<file path="config.mk">
export PLATFORM = sky130hd
export DESIGN_NAME = ptw_walker
export DESIGN_NICKNAME = d
export VERILOG_FILES = /design/src/rtl/ptw_pkg.sv /design/src/rtl/ptw_index.sv /design/src/rtl/ptw_decode.sv /design/src/rtl/ptw_walker.sv
export SDC_FILE = /design/constraint.sdc
export NUM_CORES = 1
export LEC_CHECK = 0
export CAP_MARGIN = 0
export CORE_MARGIN = 2
export CORE_UTILIZATION = 56
export CTS_BUF_LIST = sky130_fd_sc_hd__clkbuf_8
export CTS_CLUSTER_DIAMETER = 150
export DETAILED_ROUTE_END_ITERATION = 12
export PLACE_DENSITY = 0.89
export SYNTH_ARGS = -nofsm -noshare
export SYNTH_HDL_FRONTEND = slang
export SYNTH_SLANG_ARGS = --single-unit
</file>
<file path="constraint.sdc">
create_clock -name clk -period 5.28 [get_ports clk]
set_clock_uncertainty 0.15 [all_clocks]
set_input_delay 1.32 -clock clk [delete_from_list [all_inputs] [get_ports clk]]
set_output_delay 1.32 -clock clk [all_outputs]
set_load 0.05 [all_outputs]
</file>
<file path="src/rtl/ptw_pkg.sv">
package ptw_pkg;

    localparam int VA_W    = 32;
    localparam int PA_W    = 36;
    localparam int ENT_W   = 32;
    localparam int ACC_BIT = 5;
    localparam int MOD_BIT = 6;

    localparam logic [2:0] FT_INVALID = 3'd1;
    localparam logic [2:0] FT_OTHER   = 3'd4;

    typedef enum logic [1:0] {
        ET_INVALID  = 2'd0,
        ET_POINTER  = 2'd1,
        ET_LEAF     = 2'd2,
        ET_RESERVED = 2'd3
    } ent_kind_e;

    typedef enum logic [1:0] {
        PG_4K   = 2'd0,
        PG_256K = 2'd1,
        PG_16M  = 2'd2
    } pg_size_e;

    typedef enum logic [1:0] {
        WS_IDLE  = 2'd0,
        WS_READ  = 2'd1,
        WS_WBACK = 2'd2
    } walk_st_e;

    typedef enum logic [1:0] {
        DA_DESCEND = 2'd0,
        DA_LEAF    = 2'd1,
        DA_FAULT   = 2'd2
    } dec_act_e;

    typedef struct packed {
        walk_st_e          st;
        logic [1:0]        level;
        logic [VA_W-1:0]   vaddr;
        logic              write;
        logic [PA_W-1:0]   addr;
        logic [ENT_W-1:0]  entry;
        logic              done;
        logic              fault;
        logic [2:0]        ftype;
        logic [1:0]        flevel;
        logic [PA_W-1:0]   pa;
        pg_size_e          psize;
        logic [2:0]        perm;
    } walk_state_t;

endpackage

</file>
<file path="src/rtl/ptw_index.sv">
module ptw_index
    import ptw_pkg::*;
(
    input  logic [1:0]      level,
    input  logic [PA_W-1:0] base,
    input  logic [19:0]     vpn,
    output logic [PA_W-1:0] addr
);

    logic [7:0] idx;

    always_comb begin
        case (level)
            2'd1:    idx = vpn[19:12];
            2'd2:    idx = {2'b00, vpn[11:6]};
            default: idx = {2'b00, vpn[5:0]};
        endcase
        addr = base + {{(PA_W-10){1'b0}}, idx, 2'b00};
    end

endmodule

</file>
<file path="src/rtl/ptw_decode.sv">
module ptw_decode
    import ptw_pkg::*;
(
    input  logic [ENT_W-1:0] entry,
    input  logic [1:0]       level,
    input  logic             write,
    input  logic [23:0]      voff,
    output dec_act_e         act,
    output logic [2:0]       ftype,
    output logic [PA_W-1:0]  next_base,
    output pg_size_e         psize,
    output logic [PA_W-1:0]  leaf_pa,
    output logic [ENT_W-1:0] upd_entry,
    output logic             need_wb
);

    ent_kind_e       kind;
    logic [PA_W-1:0] off;

    always_comb begin
        kind  = ent_kind_e'(entry[1:0]);
        act   = DA_FAULT;
        ftype = FT_OTHER;
        case (kind)
            ET_INVALID: ftype = FT_INVALID;
            ET_POINTER: if (level != 2'd3) act = DA_DESCEND;
            ET_LEAF:    if (level != 2'd0) act = DA_LEAF;
            default:    ;
        endcase

        case (level)
            2'd1:    psize = PG_16M;
            2'd2:    psize = PG_256K;
            default: psize = PG_4K;
        endcase

        case (psize)
            PG_16M:  off = {12'b0, voff};
            PG_256K: off = {18'b0, voff[17:0]};
            default: off = {24'b0, voff[11:0]};
        endcase

        next_base = {entry[31:2], 6'b0};
        leaf_pa   = {entry[31:8], 12'b0} + off;

        upd_entry          = entry;
        upd_entry[ACC_BIT] = 1'b1;
        if (write) upd_entry[MOD_BIT] = 1'b1;
        need_wb = (upd_entry != entry);
    end

endmodule

</file>
<file path="src/rtl/ptw_walker.sv">
module ptw_walker
    import ptw_pkg::*;
#(
    parameter int              CTX_W     = 8,
    parameter int              PROM_KEEP = 19,
    parameter logic [PA_W-1:0] PROM_BASE = 36'h0_FF00_0000
)(
    input  logic              clk,
    input  logic              rst_n,
    input  logic              req_valid,
    input  logic [VA_W-1:0]   req_vaddr,
    input  logic              req_write,
    input  logic              req_fetch,
    input  logic              req_phys,
    input  logic              boot_mode,
    input  logic [31:0]       ctx_ptr,
    input  logic [CTX_W-1:0]  ctx_num,
    output logic              busy,
    output logic              done,
    output logic              fault,
    output logic [2:0]        fault_type,
    output logic [1:0]        fault_level,
    output logic [PA_W-1:0]   paddr,
    output logic [1:0]        page_size,
    output logic [2:0]        perm,
    output logic              mem_req,
    output logic              mem_we,
    output logic [PA_W-1:0]   mem_addr,
    output logic [ENT_W-1:0]  mem_wdata,
    input  logic              mem_ack,
    input  logic              mem_err,
    input  logic [ENT_W-1:0]  mem_rdata
);

    localparam walk_state_t RST_STATE = '0;

    walk_state_t r_q, r_d;

    dec_act_e         dec_act;
    logic [2:0]       dec_ftype;
    logic [PA_W-1:0]  dec_next_base;
    pg_size_e         dec_psize;
    logic [PA_W-1:0]  dec_leaf_pa;
    logic [ENT_W-1:0] dec_upd;
    logic             dec_need_wb;
    logic [1:0]       lvl_next;
    logic [PA_W-1:0]  next_addr;
    logic [PA_W-1:0]  ctx_addr;
    logic [PA_W-1:0]  phys_pa;

    assign lvl_next = r_q.level + 2'd1;

    ptw_decode u_decode (
        .entry     (mem_rdata),
        .level     (r_q.level),
        .write     (r_q.write),
        .voff      (r_q.vaddr[23:0]),
        .act       (dec_act),
        .ftype     (dec_ftype),
        .next_base (dec_next_base),
        .psize     (dec_psize),
        .leaf_pa   (dec_leaf_pa),
        .upd_entry (dec_upd),
        .need_wb   (dec_need_wb)
    );

    ptw_index u_index (
        .level (lvl_next),
        .base  (dec_next_base),
        .vpn   (r_q.vaddr[31:12]),
        .addr  (next_addr)
    );

    always_comb begin
        ctx_addr = {ctx_ptr, 4'b0} + {{(PA_W-CTX_W-2){1'b0}}, ctx_num, 2'b00};
        if (req_fetch && boot_mode)
            phys_pa = PROM_BASE | {{(PA_W-PROM_KEEP){1'b0}}, req_vaddr[PROM_KEEP-1:0]};
        else
            phys_pa = {{(PA_W-VA_W){1'b0}}, req_vaddr};
    end

    always_comb begin
        r_d      = r_q;
        r_d.done = 1'b0;
        case (r_q.st)
            WS_IDLE: begin
                if (req_valid) begin
                    r_d.vaddr  = req_vaddr;
                    r_d.write  = req_write;
                    r_d.fault  = 1'b0;
                    r_d.ftype  = 3'd0;
                    r_d.flevel = 2'd0;
                    r_d.perm   = 3'd0;
                    r_d.psize  = PG_4K;
                    r_d.pa     = '0;
                    if (req_phys) begin
                        r_d.pa   = phys_pa;
                        r_d.done = 1'b1;
                    end else begin
                        r_d.st    = WS_READ;
                        r_d.level = 2'd0;
                        r_d.addr  = ctx_addr;
                    end
                end
            end
            WS_READ: begin
                if (mem_ack) begin
                    if (mem_err) begin
                        r_d.fault  = 1'b1;
                        r_d.ftype  = FT_OTHER;
                        r_d.flevel = r_q.level;
                        r_d.st     = WS_IDLE;
                        r_d.done   = 1'b1;
                    end else begin
                        case (dec_act)
                            DA_DESCEND: begin
                                r_d.addr  = next_addr;
                                r_d.level = lvl_next;
                            end
                            DA_LEAF: begin
                                r_d.pa    = dec_leaf_pa;
                                r_d.psize = dec_psize;
                                r_d.perm  = mem_rdata[4:2];
                                r_d.entry = dec_upd;
                                if (dec_need_wb) begin
                                    r_d.st = WS_WBACK;
                                end else begin
                                    r_d.st   = WS_IDLE;
                                    r_d.done = 1'b1;
                                end
                            end
                            default: begin
                                r_d.fault  = 1'b1;
                                r_d.ftype  = dec_ftype;
                                r_d.flevel = r_q.level;
                                r_d.st     = WS_IDLE;
                                r_d.done   = 1'b1;
                            end
                        endcase
                    end
                end
            end
            WS_WBACK: begin
                if (mem_ack) begin
                    r_d.st   = WS_IDLE;
                    r_d.done = 1'b1;
                end
            end
            default: r_d.st = WS_IDLE;
        endcase
    end

    always_ff @(posedge clk or negedge rst_n) begin
        if (!rst_n) r_q <= RST_STATE;
        else        r_q <= r_d;
    end

    assign busy        = (r_q.st != WS_IDLE);
    assign done        = r_q.done;
    assign fault       = r_q.fault;
    assign fault_type  = r_q.ftype;
    assign fault_level = r_q.flevel;
    assign paddr       = r_q.pa;
    assign page_size   = r_q.psize;
    assign perm        = r_q.perm;
    assign mem_req     = (r_q.st == WS_READ) || (r_q.st == WS_WBACK);
    assign mem_we      = (r_q.st == WS_WBACK);
    assign mem_addr    = r_q.addr;
    assign mem_wdata   = r_q.entry;

endmodule

</file>
==> results of run 1 <==
registers in the layout, summed over array words and instances (netlist names), 2 cells and up:
register	flops
r_q	37
mem_addr	34
mem_wdata	32
page_size	2
fault_level	2
perm	3
fault_type	2
paddr	36
layout make-up:
cell class                 count  area, um^2
clock inverter                13         146
timing repair buffer         244        2400
fill                        1301        5330
sequential                   150        3750
multi-input combinational    739        4790
inverter                      26        97.6
clock buffer                  19         262
tap                          225         282
cell families (layout without fill, tap and decap cells):
| kind of cell | after synthesis | count (layout) | synth area share, % |
|---|---|---|---|
| simple gates | 393 | 393 | 19.5 |
| compound gates | 214 | 214 | 15.5 |
| buf+inv | 187 | 302 | 11.8 |
| flops | 150 | 150 | 38.9 |
| xor+xnor | 57 | 57 | 5.17 |
| fa+ha+maj | 38 | 38 | 5.16 |
| mux | 34 | 34 | 3.95 |
| other cells | 1 | 3 | 0.0388 |
placed cells by master (no fill, tap or decap), types with 3 or more instances in the layout:
cell type / n
o211ai_1: 11
nor4_1: 4
clkdlybuf4s50_1: 227
a221o_1: 10
a211oi_1: 6
nand3_1: 46
clkbuf_8: 19
and2_1: 19
a21oi_1: 39
a221oi_1: 23
xor2_1: 27
o21ai_0: 57
a32oi_1: 6
or4_1: 7
a22oi_1: 8
nand2_1: 153
nor3_1: 10
dfrtp_1: 150
inv_1: 26
fa_1: 3
or3_1: 3
and4_1: 5
mux2_2: 33
a21o_1: 11
clkinv_4: 4
o311a_1: 3
nand4_1: 21
buf_4: 16
nor2_1: 83
ha_1: 35
and3_1: 14
inv_6: 3
xnor2_1: 30
o221ai_1: 9
conb_1: 3
o21a_1: 6
nor2b_1: 9
routing by layer:
metal  vias up  wire length (um)  track usage (%)
met4         0               994             12.8
li1       3878                 -                -
met3        76              2910             8.19
met1      4038             11500             40.0
met5         -                 0                0
met2       465             13100             50.8
worst max path at each step:
stage	start	to	slack, ns	cells after the start
finish	mem_rdata[8]	paddr[32]$_DFFE_PN0P_	1.47	10
CTS	mem_rdata[8]	paddr[32]$_DFFE_PN0P_	1.51	10
floorplan	ctx_ptr[0]	mem_addr[28]$_DFFE_PN0P_	1.85	9
detailed placement	mem_rdata[8]	paddr[34]$_DFFE_PN0P_	1.02	10
global route	mem_rdata[1]	mem_addr[10]$_DFFE_PN0P_	1.28	9
global placement	mem_rdata[8]	paddr[26]$_DFFE_PN0P_	1.06	10
power groups by stage:
stage	Sequential (mW)	Clock [mW]	Combinational [mW]
finish	1.82	0.925	3.33
detailed placement	1.83	0	3.29
global placement	1.82	0	3.22
CTS	1.82	0.927	3.31
floorplan	1.75	0	2.63
global route	1.86	0.974	3.52
worst max-delay path: stages:
cell and delay, ns:
clkdlybuf4s50_1 0.65, ha_1 0.22, inv_1 0.05, fa_1 0.39
nor2b_1 0.17, o2111ai_1 0.18, a21oi_1 0.29, nor4_2 0.14
o311a_1 0.33, a221o_1 0.26
stage by stage:
step | setup slack (ns) | cell area (um^2) | hold WS, ns
after floorplan | 1.85 | 9660 | 0.286
after global placement | 1.06 | 11300 | 0.301
after detailed placement | 1.02 | 11300 | 0.303
after CTS | 1.51 | 11700 | 0.332
after global routing | 1.28 | 11700 | 0.347
final | 1.47 | 11700 | 0.328
==> metrics.md, run 1 <==
| Metric | Value |
|---|---|
| Fmax | 262 MHz |
| Dominant synthesized flop cell | dfrtp_1 |
| Area delta synth->final | 21.5% |
| Largest net degree at the start of global routing | 97 |
| Top cells by area, synth | dfrtp_1 39%, buf_4 8.9%, nand2_1 5.9% |
| Dpl cells | 1,384 |
| Top cell type's share of synthesized area | 38.9% |
| Via density | 5.97 |
| Clk sinks | 150 |
| First-pass GRT wire length | 44,400 um |
| Die footprint | 18,300 um^2 |
| Half-perimeter wire length after placement | 21,400 um |
| Number of vias in the routed layout | 8,457 |
| Worst hold stages | 1 |
| Total track usage | 31.3% |
| WL final | 28,500 um |
| Worst Path Required | 5.48 ns |
| Drt wl/cell | 20.1 um |
| Worst min-delay path startpoint | mem_wdata[5]$_DFFE_PN0P_ |
| Share of cells above drive strength 1 | 8.31% |
| Pwr Total | 6.07 mW |
| DR iter-0 viols | 823 |
| Synth Instances | 1,074 |
| Mapped Area | 9660 um^2 |
| Min-Delay Endpoint | mem_wdata[5]$_DFFE_PN0P_ |
| Seq/Total Area, Yosys | 38.9% |
| Final core occ | 68.8% |
| Startpoint class of the critical path | input port |
| Synth warn | 0 |
| Largest area contributor in the synthesized netlist | dfrtp_1 |
| Antenna Nets Post-Route | 0 |
| EDFF count, synth | 0 |
| Drt pass-1 iters | 5 |
| P_leak | 5.03 nW |
| Total gr overflow | 0 |
| Mapped Avg Cell Area | 8.99 um^2 |
| Crit share post-route | 72.2% |
| Quantity of I/O buffers inserted on ports | 228 |
| FF-to-FF Start | r_q[149]$_DFFE_PN0P_ |
| Synth unique cells | 69 |
| Worst Path Max Fanout | 10 |
| Status | finished, final reports clean |
| Setup bufs post-CTS | 0 |
| Setup-failing EPs final | 0 |
| Max Slew Vio Count | 0 |
| # nets final | 1,329 |
| Yosys reg bits | 150 |
| Worst relative slew slack | 36.2% |
| Initial Utilization | 56.6% |
| Clk buf depth | 2 |
| Die Ht | 135 um |
| Setup_tns | 0 ns |
| Die width | 135 um |
| Combinational fraction of design power | 54.8% |
| Residual DRC | 0 |
| R2R Path End | mem_addr[26]$_DFFE_PN0P_ |
| Switch Pwr | 2.92 mW |
| Flop pwr share | 30.0% |
| Fin crit period | 3.81 ns |
| Latest clock arrival within the worst-skew pair | 0.47 ns |
| Core area | 17,100 um^2 |
| Hold Fails Final Rpt | 0 |
| Commonest cells in the netlist | 153 x nand2_1, 150 x dfrtp_1, 114 x buf_4 |
| Asr flop ratio synth | 100% |
| IO Pins | 232 |
| R2R depth | 12 |
| Clock share of power | 15.2% |
| Sw frac | 48.1% |
| Number of CTS-inserted buffers | 17 |
| Initial antenna violation count | 0 |
| Pwr per Cell Area | 518 nW/um^2 |
| Number of global-route vias before repair | 8,422 |
| Worst Max-Slew Pin Slew | 0.953 ns |
| Worst reg2reg setup slack | 1.65 ns |
| Max Cap Viol | 0 |
| GPL Wtd Cong | 0.953 |
| Row count | 48 |
| Ant diodes | 0 |
| Min-delay worst type | reg2reg |
| Cell internal pwr | 3.15 mW |
| Count leader, synth | nand2_1 |
| Finished Layout Cells | 1,416 |
| Root buffer cell | clkbuf_8 |
| Setup crit end kind | flip-flop |
| Crit path DAT | 4.02 ns |
| Maximum VDD drop | 0.000403 V |
| Hold_buf cts | 0 |
| CTS tree | done |
| Post-cts sizing count | 0 |
| CTS H-Tree Depth | 4 |
| RSZ-0062 raised after global routing | false |
| Clk slew on worst S/H paths | 0.08 ns |
| Critical path class | in2reg |
No activity file was read; power rests on OpenSTA's default activity.
==> inputs of run 2 (changes only) <==
- CORE_UTILIZATION: 56 -> 47
- PLACE_DENSITY: 0.89 -> 0.79
- clock period: 5.28 -> 3.2 ns (I/O delays scaled with it)
==> run 2 against run 1 <==
The run now ends with setup timing left. Clock power up 86%. Critical endpoint is now paddr[25]$_DFFE_PN0P_. Largest cell class unchanged. Core utilization down 3.4 points. First-iteration DRC count up 6.3%. Global-route usage down 2.9 points.
==> metrics.md, run 2 (same netlist as run 1, synthesis figures left out) <==
| Metric | Value |
|---|---|
| Status | finished, violations left |
| Failing checks | setup timing |
| Hold Fails Final Rpt | 0 |
| Number of CTS-inserted buffers | 17 |
| Residual DRC | 0 |
| Min-delay worst type | in2async |
| Area after DPL | 12,300 um^2 |
| Die footprint | 21,700 um^2 |
| Worst Path Required | 3.41 ns |
| Place WS | -0.445 ns |
| Maximum VDD drop | 0.000593 V |
| Top delay family on crit path | compound AO/OA/AOI/OAI gates |
| Row count | 52 |
| Half-perimeter wire length after placement | 23,300 um |
| Commonest non-fill, non-tap cells in the layout | 227 x clkdlybuf4s50_1, 152 x nand2_1, 150 x dfrtp_1 |
| P_leak | 5.82 nW |
| Crit share post-route | 103% |
| Drt pass-1 iters | 5 |
| Fin crit period | 3.29 ns |
| Final core occ | 65.4% |
| Worst relative slew slack | 40.8% |
| Area delta synth->final | 36.5% |
| DR iter-0 viols | 875 |
| Crit path cell chain | buf_4 > ha_1 > o21a_4 > buf_4 > nand2_2 > inv_1 > ha_1 > a21o_1 > and4_4 > o31a_4 > o311ai_4 > xnor2_1 > a221o_1 |
| Max Slew Vio Count | 0 |
| IO Pins | 232 |
| Initial Utilization | 47.9% |
| Worst Max-Slew Pin Slew | 0.888 ns |
| Worst reg2reg setup slack | -0.09 ns |
| Worst Path Max Fanout | 5 |
| Die width | 147 um |
| Drt wl/cell | 19.9 um |
| Fillcell total | 1,583 |
| Dpl cells | 1,547 |
| Number of vias in the routed layout | 9,158 |
| Number of flip-flops in the largest register | 37 |
| Latest clock arrival within the worst-skew pair | 0.47 ns |
| CTS H-Tree Depth | 4 |
| Setup_tns | -0.327 ns |
| Via density | 5.72 |
| Number of global-route vias before repair | 9,013 |
| Worst path bufs/invs | 3 |
| Setup crit end kind | flip-flop |
| Max Cap Viol | 0 |
| Total track usage | 28.3% |
| Share of cells above drive strength 1 | 20.1% |
| WL final | 31,900 um |
| Core area | 20,200 um^2 |
| Largest register by flop count | r_q |
| Antenna Nets Post-Route | 0 |
| Critical path class | reg2reg |
| Setup-failing EPs final | 11 |
| Crit path DAT | 3.50 ns |
| GPL Wtd Cong | 0.937 |
| Clk slew on worst S/H paths | 0.08 ns |
| First-pass GRT wire length | 48,300 um |
| Largest net degree at the start of global routing | 151 |
| Fmax | 304 MHz |
| Root buffer cell | clkbuf_8 |
| Clk sinks | 150 |
| Slowest stage cell on the critical path | dfrtp_1 |
| Initial antenna violation count | 1 |
| CTS tree | done |
| Pwr per Cell Area | 829 nW/um^2 |
| Layout Cell Area excl Fill | 13,200 um^2 |
| RSZ-0062 raised after global routing | true |
| Quantity of I/O buffers inserted on ports | 228 |
| # nets final | 1,470 |
| Clk buf depth | 2 |
| Die Ht | 147 um |
| Finished Layout Cells | 1,602 |
| Max stage delay on crit path | 0.42 ns |
| Total gr overflow | 0 |
| Startpoint class of the critical path | flip-flop |
| Setup ws final | -0.0919 ns |
| Most common cell after layout, fill and taps aside | clkdlybuf4s50_1 |
| Pwr Total | 10.9 mW |
| Final Hold Slack | 0.257 ns |
[run 2: layout make-up]
type / count / area [um^2] / share of cell area [%]
well taps: 270 / 338 / 2.56
clock buffers: 18 / 248 / 1.88
clock inverters: 13 / 204 / 1.55
inverters: 26 / 97.6 / 0.740
multi-input cells: 740 / 5010 / 38.0
repair buffers: 384 / 3530 / 26.8
flip-flops and latches: 150 / 3750 / 28.5
diodes: 1 / 2.50 / 0.0190
[run 2: path summary, 6_finish.rpt]
check,from,cells after the start,end
max,r_q[150]$_DFFE_PN0P_,13,paddr[25]$_DFFE_PN0P_
min,rst_n,2,mem_addr[30]$_DFFE_PN0P_
max reg2reg,r_q[150]$_DFFE_PN0P_,13,paddr[25]$_DFFE_PN0P_
min reg2reg,page_size[0]$_DFFE_PN0P_,2,page_size[0]$_DFFE_PN0P_
max in group asynchronous,rst_n,2,paddr[23]$_DFFE_PN0P_
min in group clk,page_size[0]$_DFFE_PN0P_,2,page_size[0]$_DFFE_PN0P_
[run 2: routing by layer]
metal | global-route usage (%) | share of wire [%] | up-vias
met5 | 0 | 0 | -
met4 | 11.3 | 4.0 | 0
met3 | 7.39 | 9.3 | 92
met2 | 44.8 | 46 | 485
met1 | 37.3 | 41 | 4410
li1 | - | - | 4171
[run 2: report_power, final]
part	leakage [nW]	switching (mW)	internal (mW)	total [mW]
clock	0.223	0.777	0.943	1.72
combinational	3.67	3.81	2.40	6.20
sequential	1.93	0.438	2.57	3.01
total	5.82	5.02	5.91	10.9
[run 2: repair_timing]
| item | CTS | global route |
|---|---|---|
| buffers inserted | 7 | 15 |
| pin swaps | 11 | 26 |
| resized for setup | 21 | 29 |
| setup endpoints to repair | 33 | 37 |
| gates cloned | 0 | 1 |
| hold buffers | 0 | 0 |
